==> config.mk <==
export PLATFORM = sky130hd
export DESIGN_NAME = uart_rx_status
export DESIGN_NICKNAME = d
export VERILOG_FILES = /design/src/rtl/urs_pkg.sv /design/src/rtl/urs_sync.sv /design/src/rtl/urs_deframer.sv /design/src/rtl/urs_delay.sv /design/src/rtl/urs_status.sv /design/src/rtl/uart_rx_status.sv
export SDC_FILE = /design/constraint.sdc
export NUM_CORES = 1
export LEC_CHECK = 0
export CAP_MARGIN = 5
export CELL_PAD_IN_SITES_DETAIL_PLACEMENT = 1
export CELL_PAD_IN_SITES_GLOBAL_PLACEMENT = 1
export CORE_MARGIN = 2
export CORE_UTILIZATION = 50
export CTS_BUF_LIST = sky130_fd_sc_hd__clkbuf_8
export CTS_CLUSTER_DIAMETER = 40
export DETAILED_ROUTE_END_ITERATION = 8
export GPL_TIMING_DRIVEN = 0
export PLACE_DENSITY = 0.84
export SYNTH_ARGS = -nofsm -noshare
export SYNTH_HDL_FRONTEND = slang
export SYNTH_SLANG_ARGS = --single-unit
==> constraint.sdc <==
create_clock -name clk -period 5.5 [get_ports clk]
set_input_delay 0.55 -clock clk [delete_from_list [all_inputs] [get_ports clk]]
set_output_delay 0.55 -clock clk [all_outputs]
set_load 0.02 [all_outputs]
==> src/rtl/urs_pkg.sv <==
// Shared types for the serial receive status unit.
// Assumes: one frame is start, data, optional parity and one stop bit.
package urs_pkg;

    // Receiver frame position.
    typedef enum logic [2:0] {
        ST_IDLE,
        ST_START,
        ST_DATA,
        ST_PAR,
        ST_STOP,
        ST_WAITHI
    } rx_state_t;

    // Error flags that belong to one received character.
    typedef struct packed {
        logic perr;
        logic ferr;
        logic brk;
    } err_t;

endpackage

==> src/rtl/urs_sync.sv <==
// Synchronizer for the asynchronous serial line.
// Resets to the idle (high) level so that reset is never seen as a start bit.
// Assumes: STAGES >= 2.
module urs_sync #(
    parameter int STAGES = 2
) (
    input  logic clk,
    input  logic rst_n,
    input  logic d_in,
    output logic q_out
);
    logic [STAGES-1:0] chain;

    // Shift the line through the register chain.
    always_ff @(posedge clk) begin
        if (!rst_n) chain <= '1;
        else        chain <= {chain[STAGES-2:0], d_in};
    end

    assign q_out = chain[STAGES-1];
endmodule

==> src/rtl/urs_deframer.sv <==
// Serial deframer. It finds the start edge, confirms it at mid-bit, samples the
// data, parity and stop bits, and gives a one-clock strobe on the first stop
// sample. The byte and its error flags are valid with that strobe.
// Assumes: rx_s is synchronized; tick is the oversampling enable.
module urs_deframer
    import urs_pkg::*;
#(
    parameter int DATA_BITS  = 8,
    parameter int OVERSAMPLE = 16,
    parameter int PARITY_EN  = 1,
    parameter int PARITY_ODD = 0
) (
    input  logic                 clk,
    input  logic                 rst_n,
    input  logic                 tick,
    input  logic                 rx_s,
    output logic                 done,
    output logic [DATA_BITS-1:0] data,
    output err_t                 errs
);
    localparam int CW = $clog2(OVERSAMPLE);
    localparam int BW = (DATA_BITS > 1) ? $clog2(DATA_BITS) : 1;
    localparam logic [CW-1:0] MID  = CW'(OVERSAMPLE / 2 - 1);
    localparam logic [CW-1:0] LAST = CW'(OVERSAMPLE - 1);
    localparam logic [BW-1:0] TOP_BIT = BW'(DATA_BITS - 1);
    localparam logic ODD_L = (PARITY_ODD != 0);

    rx_state_t            state;
    logic [CW-1:0]        cnt;
    logic [BW-1:0]        bit_idx;
    logic [DATA_BITS-1:0] shreg;
    logic                 par_q;
    logic                 seen_one;

    // Frame sequencer: runs on every oversampling enable.
    always_ff @(posedge clk) begin
        if (!rst_n) begin
            state    <= ST_IDLE;
            cnt      <= '0;
            bit_idx  <= '0;
            shreg    <= '0;
            par_q    <= 1'b0;
            seen_one <= 1'b0;
        end else if (tick) begin
            case (state)
                ST_IDLE: begin
                    if (!rx_s) begin
                        state <= ST_START;
                        cnt   <= '0;
                    end
                end
                ST_START: begin
                    if (cnt == MID) begin
                        cnt <= '0;
                        if (!rx_s) begin
                            state    <= ST_DATA;
                            bit_idx  <= '0;
                            seen_one <= 1'b0;
                        end else begin
                            state <= ST_IDLE;
                        end
                    end else begin
                        cnt <= cnt + 1'b1;
                    end
                end
                ST_DATA: begin
                    if (cnt == LAST) begin
                        cnt      <= '0;
                        shreg    <= {rx_s, shreg[DATA_BITS-1:1]};
                        seen_one <= seen_one | rx_s;
                        if (bit_idx == TOP_BIT)
                            state <= (PARITY_EN != 0) ? ST_PAR : ST_STOP;
                        else
                            bit_idx <= bit_idx + 1'b1;
                    end else begin
                        cnt <= cnt + 1'b1;
                    end
                end
                ST_PAR: begin
                    if (cnt == LAST) begin
                        cnt      <= '0;
                        par_q    <= rx_s;
                        seen_one <= seen_one | rx_s;
                        state    <= ST_STOP;
                    end else begin
                        cnt <= cnt + 1'b1;
                    end
                end
                ST_STOP: begin
                    if (cnt == LAST) begin
                        cnt   <= '0;
                        state <= rx_s ? ST_IDLE : ST_WAITHI;
                    end else begin
                        cnt <= cnt + 1'b1;
                    end
                end
                ST_WAITHI: begin
                    if (rx_s) state <= ST_IDLE;
                end
                default: state <= ST_IDLE;
            endcase
        end
    end

    // Strobe and per-character flags on the first stop-bit sample.
    always_comb begin
        done      = tick && (state == ST_STOP) && (cnt == LAST);
        data      = shreg;
        errs.ferr = !rx_s;
        errs.brk  = !rx_s && !seen_one;
        errs.perr = (PARITY_EN != 0) ? ((^shreg) ^ par_q ^ ODD_L) : 1'b0;
    end


    single_done_chk: assert property (@(posedge clk) disable iff (!rst_n)
        done |=> !done);
endmodule

==> src/rtl/urs_delay.sv <==
// Delay for the buffered-mode status path. It holds one finished character
// and releases it DELAY enables later as a one-clock strobe.
// Assumes: characters arrive far more than DELAY enables apart.
module urs_delay
    import urs_pkg::*;
#(
    parameter int DATA_BITS = 8,
    parameter int DELAY     = 3
) (
    input  logic                 clk,
    input  logic                 rst_n,
    input  logic                 tick,
    input  logic                 in_valid,
    input  logic [DATA_BITS-1:0] in_data,
    input  err_t                 in_err,
    output logic                 out_valid,
    output logic [DATA_BITS-1:0] out_data,
    output err_t                 out_err
);
    generate
        if (DELAY == 0) begin : g_pass
            assign out_valid = in_valid;
            assign out_data  = in_data;
            assign out_err   = in_err;
        end else begin : g_hold
            localparam int CW = (DELAY > 1) ? $clog2(DELAY) : 1;
            localparam logic [CW-1:0] LAST = CW'(DELAY - 1);

            logic                 pend;
            logic [CW-1:0]        cnt;
            logic [DATA_BITS-1:0] data_q;
            err_t                 err_q;

            // Capture a character and count enables until release.
            always_ff @(posedge clk) begin
                if (!rst_n) begin
                    pend   <= 1'b0;
                    cnt    <= '0;
                    data_q <= '0;
                    err_q  <= '0;
                end else if (in_valid) begin
                    pend   <= 1'b1;
                    cnt    <= '0;
                    data_q <= in_data;
                    err_q  <= in_err;
                end else if (tick && pend) begin
                    if (cnt == LAST) pend <= 1'b0;
                    else             cnt  <= cnt + 1'b1;
                end
            end

            assign out_valid = pend && tick && (cnt == LAST);
            assign out_data  = data_q;
            assign out_err   = err_q;
        end
    endgenerate
endmodule

==> src/rtl/urs_status.sv <==
// Receive buffer, one holding entry, sticky line flags and the interrupt request.
// Read strobes take effect in the clock after they fall. In one clock, a status
// read clears first, then a buffer read promotes, then a new character lands.
// Assumes: commit is a one-clock strobe; commit_fifo marks the delayed path.
module urs_status
    import urs_pkg::*;
#(
    parameter int DATA_BITS = 8
) (
    input  logic                 clk,
    input  logic                 rst_n,
    input  logic                 tick,
    input  logic                 fifo_mode,
    input  logic                 commit,
    input  logic                 commit_fifo,
    input  logic [DATA_BITS-1:0] commit_data,
    input  err_t                 commit_err,
    input  logic                 rbr_rd,
    input  logic                 lsr_rd,
    output logic [DATA_BITS-1:0] rx_data,
    output logic                 data_ready,
    output logic                 overrun_err,
    output logic                 parity_err,
    output logic                 framing_err,
    output logic                 break_det,
    output logic                 rx_irq
);
    logic                 rd_q, lsr_q;
    logic                 hold_v;
    logic [DATA_BITS-1:0] hold_data;
    err_t                 hold_err;

    logic                 rd_end, lsr_end;
    logic [DATA_BITS-1:0] top_n, hold_data_n;
    logic                 dr_n, oe_n, pe_n, fe_n, bi_n, hold_v_n;
    err_t                 hold_err_n;

    assign rd_end  = rd_q && !rbr_rd;
    assign lsr_end = lsr_q && !lsr_rd;

    // Next state of the buffers and flags.
    always_comb begin
        top_n       = rx_data;
        dr_n        = data_ready;
        oe_n        = overrun_err;
        pe_n        = parity_err;
        fe_n        = framing_err;
        bi_n        = break_det;
        hold_v_n    = hold_v;
        hold_data_n = hold_data;
        hold_err_n  = hold_err;

        if (lsr_end) begin
            oe_n = 1'b0;
            pe_n = 1'b0;
            fe_n = 1'b0;
            bi_n = 1'b0;
        end

        if (rd_end) begin
            if (fifo_mode && hold_v) begin
                top_n    = hold_data;
                pe_n     = pe_n | hold_err.perr;
                fe_n     = fe_n | hold_err.ferr;
                bi_n     = bi_n | hold_err.brk;
                hold_v_n = 1'b0;
            end else begin
                dr_n = 1'b0;
            end
        end

        if (commit) begin
            if (commit_fifo && dr_n) begin
                hold_data_n = commit_data;
                hold_err_n  = commit_err;
                if (hold_v_n) oe_n = 1'b1;
                hold_v_n = 1'b1;
            end else begin
                if (dr_n) oe_n = 1'b1;
                top_n = commit_data;
                dr_n  = 1'b1;
                pe_n  = pe_n | commit_err.perr;
                fe_n  = fe_n | commit_err.ferr;
                bi_n  = bi_n | commit_err.brk;
            end
        end

        if (!fifo_mode) hold_v_n = 1'b0;
    end

    // Register buffers, flags and the strobe history.
    always_ff @(posedge clk) begin
        if (!rst_n) begin
            rx_data     <= '0;
            data_ready  <= 1'b0;
            overrun_err <= 1'b0;
            parity_err  <= 1'b0;
            framing_err <= 1'b0;
            break_det   <= 1'b0;
            hold_v      <= 1'b0;
            hold_data   <= '0;
            hold_err    <= '0;
            rd_q        <= 1'b0;
            lsr_q       <= 1'b0;
        end else begin
            rx_data     <= top_n;
            data_ready  <= dr_n;
            overrun_err <= oe_n;
            parity_err  <= pe_n;
            framing_err <= fe_n;
            break_det   <= bi_n;
            hold_v      <= hold_v_n;
            hold_data   <= hold_data_n;
            hold_err    <= hold_err_n;
            rd_q        <= rbr_rd;
            lsr_q       <= lsr_rd;
        end
    end

    // Interrupt request follows the flags one enable later.
    always_ff @(posedge clk) begin
        if (!rst_n)    rx_irq <= 1'b0;
        else if (tick) rx_irq <= data_ready | overrun_err | parity_err | framing_err | break_det;
    end


    irq_follows_chk: assert property (@(posedge clk) disable iff (!rst_n)
        $rose(rx_irq) |-> $past(data_ready | overrun_err | parity_err | framing_err | break_det));


    hold_needs_top_chk: assert property (@(posedge clk) disable iff (!rst_n)
        hold_v |-> data_ready);


    break_has_frame_chk: assert property (@(posedge clk) disable iff (!rst_n)
        break_det |-> framing_err);


    overrun_when_full_chk: assert property (@(posedge clk) disable iff (!rst_n)
        $rose(overrun_err) |-> $past(data_ready));
endmodule

==> src/rtl/uart_rx_status.sv <==
// Top of the serial receive status unit. It connects the synchronizer, the
// deframer, the buffered-mode delay and the status registers. In direct mode,
// a finished character reaches the status registers on the stop sample. In
// buffered mode it reaches them FIFO_DELAY enables later.
// Assumes: tick_16x runs at OVERSAMPLE times the bit rate.
module uart_rx_status
    import urs_pkg::*;
#(
    parameter int DATA_BITS   = 8,
    parameter int OVERSAMPLE  = 16,
    parameter int PARITY_EN   = 1,
    parameter int PARITY_ODD  = 0,
    parameter int FIFO_DELAY  = 3,
    parameter int SYNC_STAGES = 2
) (
    input  logic                 clk,
    input  logic                 rst_n,
    input  logic                 tick_16x,
    input  logic                 rx_in,
    input  logic                 fifo_mode,
    input  logic                 rbr_rd,
    input  logic                 lsr_rd,
    output logic [DATA_BITS-1:0] rx_data,
    output logic                 data_ready,
    output logic                 overrun_err,
    output logic                 parity_err,
    output logic                 framing_err,
    output logic                 break_det,
    output logic                 rx_irq
);
    logic                 rx_s;
    logic                 fr_done;
    logic [DATA_BITS-1:0] fr_data;
    err_t                 fr_err;
    logic                 dl_valid;
    logic [DATA_BITS-1:0] dl_data;
    err_t                 dl_err;
    logic                 commit;
    logic [DATA_BITS-1:0] commit_data;
    err_t                 commit_err;

    urs_sync #(.STAGES(SYNC_STAGES)) u_sync (
        .clk   (clk),
        .rst_n (rst_n),
        .d_in  (rx_in),
        .q_out (rx_s)
    );

    urs_deframer #(
        .DATA_BITS  (DATA_BITS),
        .OVERSAMPLE (OVERSAMPLE),
        .PARITY_EN  (PARITY_EN),
        .PARITY_ODD (PARITY_ODD)
    ) u_deframer (
        .clk   (clk),
        .rst_n (rst_n),
        .tick  (tick_16x),
        .rx_s  (rx_s),
        .done  (fr_done),
        .data  (fr_data),
        .errs  (fr_err)
    );

    urs_delay #(
        .DATA_BITS (DATA_BITS),
        .DELAY     (FIFO_DELAY)
    ) u_delay (
        .clk       (clk),
        .rst_n     (rst_n),
        .tick      (tick_16x),
        .in_valid  (fr_done && fifo_mode),
        .in_data   (fr_data),
        .in_err    (fr_err),
        .out_valid (dl_valid),
        .out_data  (dl_data),
        .out_err   (dl_err)
    );

    // Pick the direct or delayed character for the status registers.
    always_comb begin
        commit      = (fr_done && !fifo_mode) || dl_valid;
        commit_data = dl_valid ? dl_data : fr_data;
        commit_err  = dl_valid ? dl_err  : fr_err;
    end

    urs_status #(.DATA_BITS(DATA_BITS)) u_status (
        .clk         (clk),
        .rst_n       (rst_n),
        .tick        (tick_16x),
        .fifo_mode   (fifo_mode),
        .commit      (commit),
        .commit_fifo (dl_valid),
        .commit_data (commit_data),
        .commit_err  (commit_err),
        .rbr_rd      (rbr_rd),
        .lsr_rd      (lsr_rd),
        .rx_data     (rx_data),
        .data_ready  (data_ready),
        .overrun_err (overrun_err),
        .parity_err  (parity_err),
        .framing_err (framing_err),
        .break_det   (break_det),
        .rx_irq      (rx_irq)
    );
endmodule

==> results of run 1 <==
cell usage after synthesis (6+ instances only):
master,instances
xnor2_1,7
mux2i_1,12
a22o_1,9
a211oi_1,9
a311oi_1,8
o21ai_0,6
clkbuf_1,15
and2_1,12
nand2b_1,6
nand3_1,16
dfxtp_1,64
nand2_1,45
nor2_1,29
a21oi_1,23
critical path: stages:
cell and delay, ns:
clkdlybuf4s50_1 0.62, clkbuf_1 0.47, nand3_1 0.31, or4b_1 0.53, a21oi_1 0.15
final cells by class:
type                            instances  area, sq um
Fill cell                             688         2330
Multi-Input combinational cell        244         1580
Sequential cell                        64         1280
Clock inverter                          7          111
Buffer                                 23          110
Clock buffer                            9          124
Tap cell                               75         93.8
Inverter                                5         18.8
Timing Repair Buffer                   20          200
layer usage:
metal	up-vias	GRT usage (%)	share of wire, %
met5	-	0	0
met4	0	10.8	2.5
li1	1274	-	-
met1	1272	31.8	43
met2	66	49.0	51
met3	24	6.22	4.1
kinds of logic after synthesis:
family          count (synthesis)
simple gates                  142
compound gates                 74
flops                          64
buf+inv                        28
mux                            14
xor+xnor                       10
fa+ha+maj                       4
registers in the layout, summed over array words and instances (netlist names), 2 cells and up:
name                flops
u_deframer.state        3
u_deframer.cnt          4
u_status.hold_data      8
u_status.rx_data        8
u_sync.chain            2
u_deframer.data         8
u_delay.g_hold.cnt      2
u_delay.out_err         3
u_delay.out_data        8
u_status.hold_err       3
u_deframer.bit_idx      3
where the power goes:
group	internal, uW	leakage [uW]	total [uW]	switching (uW)
Sequential	466	0.000517	468	1.74
Combinational	16.6	0.000610	43.7	27.1
Clock	299	0.000126	482	183
Total	781	0.00125	993	212
stage by stage:
step                power (uW)  hold WS (ns)  utilization (%)  area [sq um]  setup WS, ns
floorplan                  504         0.386                -          2990          3.68
global placement           520         0.389             56.1          3280          2.86
detailed placement         521         0.405             56.1          3280          2.79
CTS                        998         0.423             60.1          3520          3.14
global route              1030         0.475             60.1          3520          3.01
finish                     993         0.420             60.1          3520          3.13
path summary, 6_finish.rpt:
| check | slack, ns | startpoint | cells past startpoint | end |
|---|---|---|---|---|
| worst max-delay path | 3.13 | tick_16x | 5 | u_deframer.cnt[2]$_SDFFE_PN0P_ |
| worst max register to register | 3.40 | u_deframer.cnt[0]$_SDFFE_PN0P_ | 7 | u_deframer.bit_idx[0]$_SDFFE_PN0P_ |
| worst min-delay path | 0.42 | u_sync.chain[0]$_SDFF_PN1_ | 1 | u_sync.chain[1]$_SDFF_PN1_ |
| worst min register to register | 0.42 | u_sync.chain[0]$_SDFF_PN1_ | 1 | u_sync.chain[1]$_SDFF_PN1_ |
==> results_dict.tcl, run 1 <==
set metrics [dict create \
    dieArea_sq_um 6610 \
    cts-root-buf "clkbuf_8" \
    async_flop_share_pct 0 \
    layout_commonest_cell "dfxtp_1" \
    required_ns 5.76 \
    clock_latency_ns 0.34 \
    grt_usage_pct 27.6 \
    hold_buffers 0 \
    setup_viol 0 \
    postSynthCellCount 336 \
    layout_common_cells "dfxtp_1 (64), nand2_1 (45), nor2_1 (29), a21oi_1 (23), clkdlybuf4s50_1 (20)" \
    port_buffers 20 \
    synth-simple-area-share_pct 25.3 \
    io_pins 21 \
    worst_slew_pin_slew_ns 0.936 \
    ys_types 59 \
    synthesis.area_sq_um 2990 \
    post-route-period-util_pct 43.0 \
    antenna_found_initial 0 \
    status "finished clean" \
    fin_setup_tns_ns 0 \
    drtAntennaViolNets 0 \
    ys_seq_elements 64 \
    drc 0 \
    synth_top_family_by_area "simple AND/OR/NAND/NOR gates" \
    drv_cap 0 \
    first_iter_violations 158 \
    overflow 0 \
    cts_tree "built" \
    finalCriticalPeriod_ns 2.37 \
    numCtsBuffers 9 \
    gp_congestion 0.814 \
    fp.dieW_microns 81.3 \
    finalClockSkew_ns 0.00630 \
    synth_area_per_cell_sq_um 8.89 \
    fmax_ghz 0.423 \
    rsz0062_at_grt "no" \
    yosysTopAreaCell "dfxtp_1" \
    drt_pass1_iterations 4 \
    synth_edf_count 0 \
    final_cells 447 \
    core_sq_um 5850 \
    yosys-top-cells-area "dfxtp_1 (43%), nand2_1 (5.7%), mux2i_1 (4.0%)" \
    arrival_ns 2.63 \
    synthXorXnorAreaFrac_pct 3.39 \
    muxShareOfSynthArea_pct 5.15 \
    hold_viol_final 0 \
    clock_sinks 64 \
    h-tree-depth 3 \
    clk_path_buf_depth 2 \
    slew_headroom_pct 37.1 \
    ys_seq_area_share_pct 42.9 \
    post-cts-setup-buffer-count 0 \
    wl_per_cell_microns 18.7 \
    vias_per_cell 5.90 \
    wl_mm 8.36 \
    synth.net_count 347 \
    cts_resized 0 \
    fin_nets 378 \
    path_max_fanout 10 \
    criticalPathCategory "input pin to flop" \
    synth_compound_area_share_pct 17.3 \
    numPlacedInstances 431 \
    rows 28 \
    cp-start-kind "input pin" \
    post-dp-hpwl_mm 6.13 \
    peakVddDrop_uv 195 \
    synth_fa_ha_area_share_pct 1.68 \
    grt_pass1_vias 2659 \
    synth_top_area_share_pct 42.9 \
    grt_pass1_wl_mm 13.5 \
    clkSlewWorstSetupHoldPaths_ns 0.07 \
    worst_hold_path_type "flop to flop" \
    dr_total_vias 2636 \
    grt_max_degree 12 \
    diodes 0 \
    layout-drive-gt1-share_pct 8.87 \
    ys_warn_count 0 \
    p_leak_uw 0.00125 \
    initial_core_util_pct 51.1 \
    area_delta_synth_final_pct 17.7 \
    die_y_microns 81.3 \
    worstSetupEndpointType "flop" \
    maxSlewViolCount 0 \
    synth_flop_cell "dfxtp_1" \
    cellPowerDensity_nw_per_um2 282 \
]
Note: power is estimated with default switching activity, not from simulation.
==> run 2, diff against run 1 <==
Settings changed: CORE_UTILIZATION 50 to 42, PLACE_DENSITY 0.84 to 0.75.
Clock period 5.5 ns to 2.01 ns, I/O delays scaled along.
==> results_dict.tcl, run 2 (synthesized netlist as in run 1, its figures left out) <==
set metrics [dict create \
    crit_slowest_cell "or3_1" \
    clock_latency_ns 0.36 \
    layout-drive-gt1-share_pct 13.0 \
    worst_slew_pin_slew_ns 0.609 \
    criticalPathCategory "flop to flop" \
    clkSlewWorstSetupHoldPaths_ns 0.07 \
    hold_ws_ns 0.407 \
    initial_core_util_pct 43.7 \
    p_leak_uw 0.00126 \
    intPower_uw 1900 \
    dr_total_vias 2613 \
    path_cells "ha_1 -> buf_4 -> nand4_4 -> nor3_4 -> mux2i_2 -> or3_1 -> a21oi_1" \
    wl_mm 8.10 \
    io_pins 21 \
    finalCriticalPeriod_ns 1.94 \
    drc 0 \
    clk_path_buf_depth 2 \
    drt_pass1_iterations 4 \
    worstSetupEndpointType "flop" \
    finalClockSkew_ns 0.0119 \
    final_area_sq_um 3590 \
    required_ns 2.29 \
    worst_hold_path_type "input pin to flop" \
    p_sw_share_pct 25.2 \
    cellPowerDensity_nw_per_um2 708 \
    numCtsBuffers 9 \
    grt_usage_pct 22.4 \
    clock_sinks 64 \
    drtAntennaViolNets 0 \
    first_iter_violations 84 \
    wl_per_cell_microns 17.1 \
    peakVddDrop_uv 314 \
    power_frac_comb_pct 4.7 \
    fp.dieW_microns 88.3 \
    hold_viol_final 0 \
    fin_ws_ns 0.0659 \
    p_switching_uw 642 \
    regArea_sq_um 1280 \
    arrival_ns 2.22 \
    fmax_ghz 0.514 \
    rsz0062_at_grt "yes" \
    post-route-period-util_pct 96.7 \
    diodes 0 \
    status "finished clean" \
    core_sq_um 6830 \
    antenna_found_initial 0 \
    pwr-share-clk_pct 45.0 \
    path_max_fanout 8 \
    grt_max_degree 14 \
    area_delta_synth_final_pct 20.3 \
    gp_congestion 0.842 \
    post-dp-hpwl_mm 5.77 \
    cp-start-kind "flop" \
    rows 30 \
    slew_headroom_pct 59.4 \
    fin_nets 383 \
    setup_viol 0 \
    die_y_microns 88.3 \
    p_seq_share_pct 50.3 \
    fin_setup_tns_ns 0 \
    layout_common_cells "dfxtp_1 (63), nand2_1 (45), nor2_1 (29), a21oi_1 (23), clkdlybuf4s50_1 (20)" \
    post_dp_cell_area_sq_um 3310 \
    cp_num_buf_inv 1 \
    dieArea_sq_um 7800 \
    grt_pass1_vias 2589 \
    overflow 0 \
    h-tree-depth 3 \
    grt_pass1_wl_mm 13.4 \
    cts-root-buf "clkbuf_8" \
    drv_cap 0 \
    cpPeakStageDelay_ns 0.39 \
    hold_buffers 0 \
    vias_per_cell 5.52 \
    maxSlewViolCount 0 \
    dp_slack_ns -0.311 \
    port_buffers 20 \
    cts_tree "built" \
    multiInputGateArea_sq_um 1620 \
    crit_family "simple AND/OR/NAND/NOR gates" \
    final_util_pct 52.6 \
    layout_commonest_cell "dfxtp_1" \
    num-fill-cells 810 \
]
-- run 2: changes by cell type in the layout (fill, tap and decap cells not counted), sizes merged --
cell	before	now
mux2i	13	14
clkbuf	25	23
clkinvlp	0	2
buf	7	13
bufinv	3	1
-- run 2: path summary, 6_finish.rpt --
kind	end	cells past startpoint	startpoint	slack, ns
hold / removal	u_sync.chain[0]$_SDFF_PN1_	2	rx_in	0.41
hold reg to reg	u_sync.chain[1]$_SDFF_PN1_	1	u_sync.chain[0]$_SDFF_PN1_	0.41
setup reg to reg	u_status.parity_err$_SDFF_PN0_	7	u_deframer.cnt[1]$_SDFFE_PN0P_	0.07
setup / recovery	u_status.parity_err$_SDFF_PN0_	7	u_deframer.cnt[1]$_SDFFE_PN0P_	0.07
-- run 2: through the flow --
step,total power [uW],instances
after floorplan,1380,336
after global placement,1420,452
after detailed placement,1430,452
after CTS,2560,469
after global routing,2640,473
final,2550,473
-- run 2: routing by layer --
metal | vias up | wire length, microns | global-route usage [%]
met5 | - | 0 | 0
met2 | 64 | 3960 | 37.4
met3 | 13 | 260 | 4.48
li1 | 1280 | - | -
met4 | 0 | 121 | 8.40
met1 | 1256 | 3760 | 28.7
-- run 2: timing repair --
action / CTS / global route
pin swaps: 2 / 2
endpoints found under the setup margin: 18 / 31
resized for setup: 2 / 15
cloned: 0 / 2
buffers inserted: 1 / 3
-- run 2: cell type report --
cell class / instances / area share [%]
inverters: 5 / 0.522
flip-flops and latches: 64 / 35.7
clock buffers: 9 / 3.45
well taps: 96 / 3.34
repair buffers: 25 / 6.54
plain buffers: 22 / 3.31
multi-input cells: 245 / 45.0
clock inverters: 7 / 2.12
-- run 2: power groups by stage --
stage | combinational [uW] | clock (uW) | sequential, uW
final | 120 | 1150 | 1280
after global routing | 132 | 1220 | 1280
after CTS | 118 | 1160 | 1280
after detailed placement | 117 | 0 | 1310
after global placement | 115 | 0 | 1310
after floorplan | 70.8 | 0 | 1310
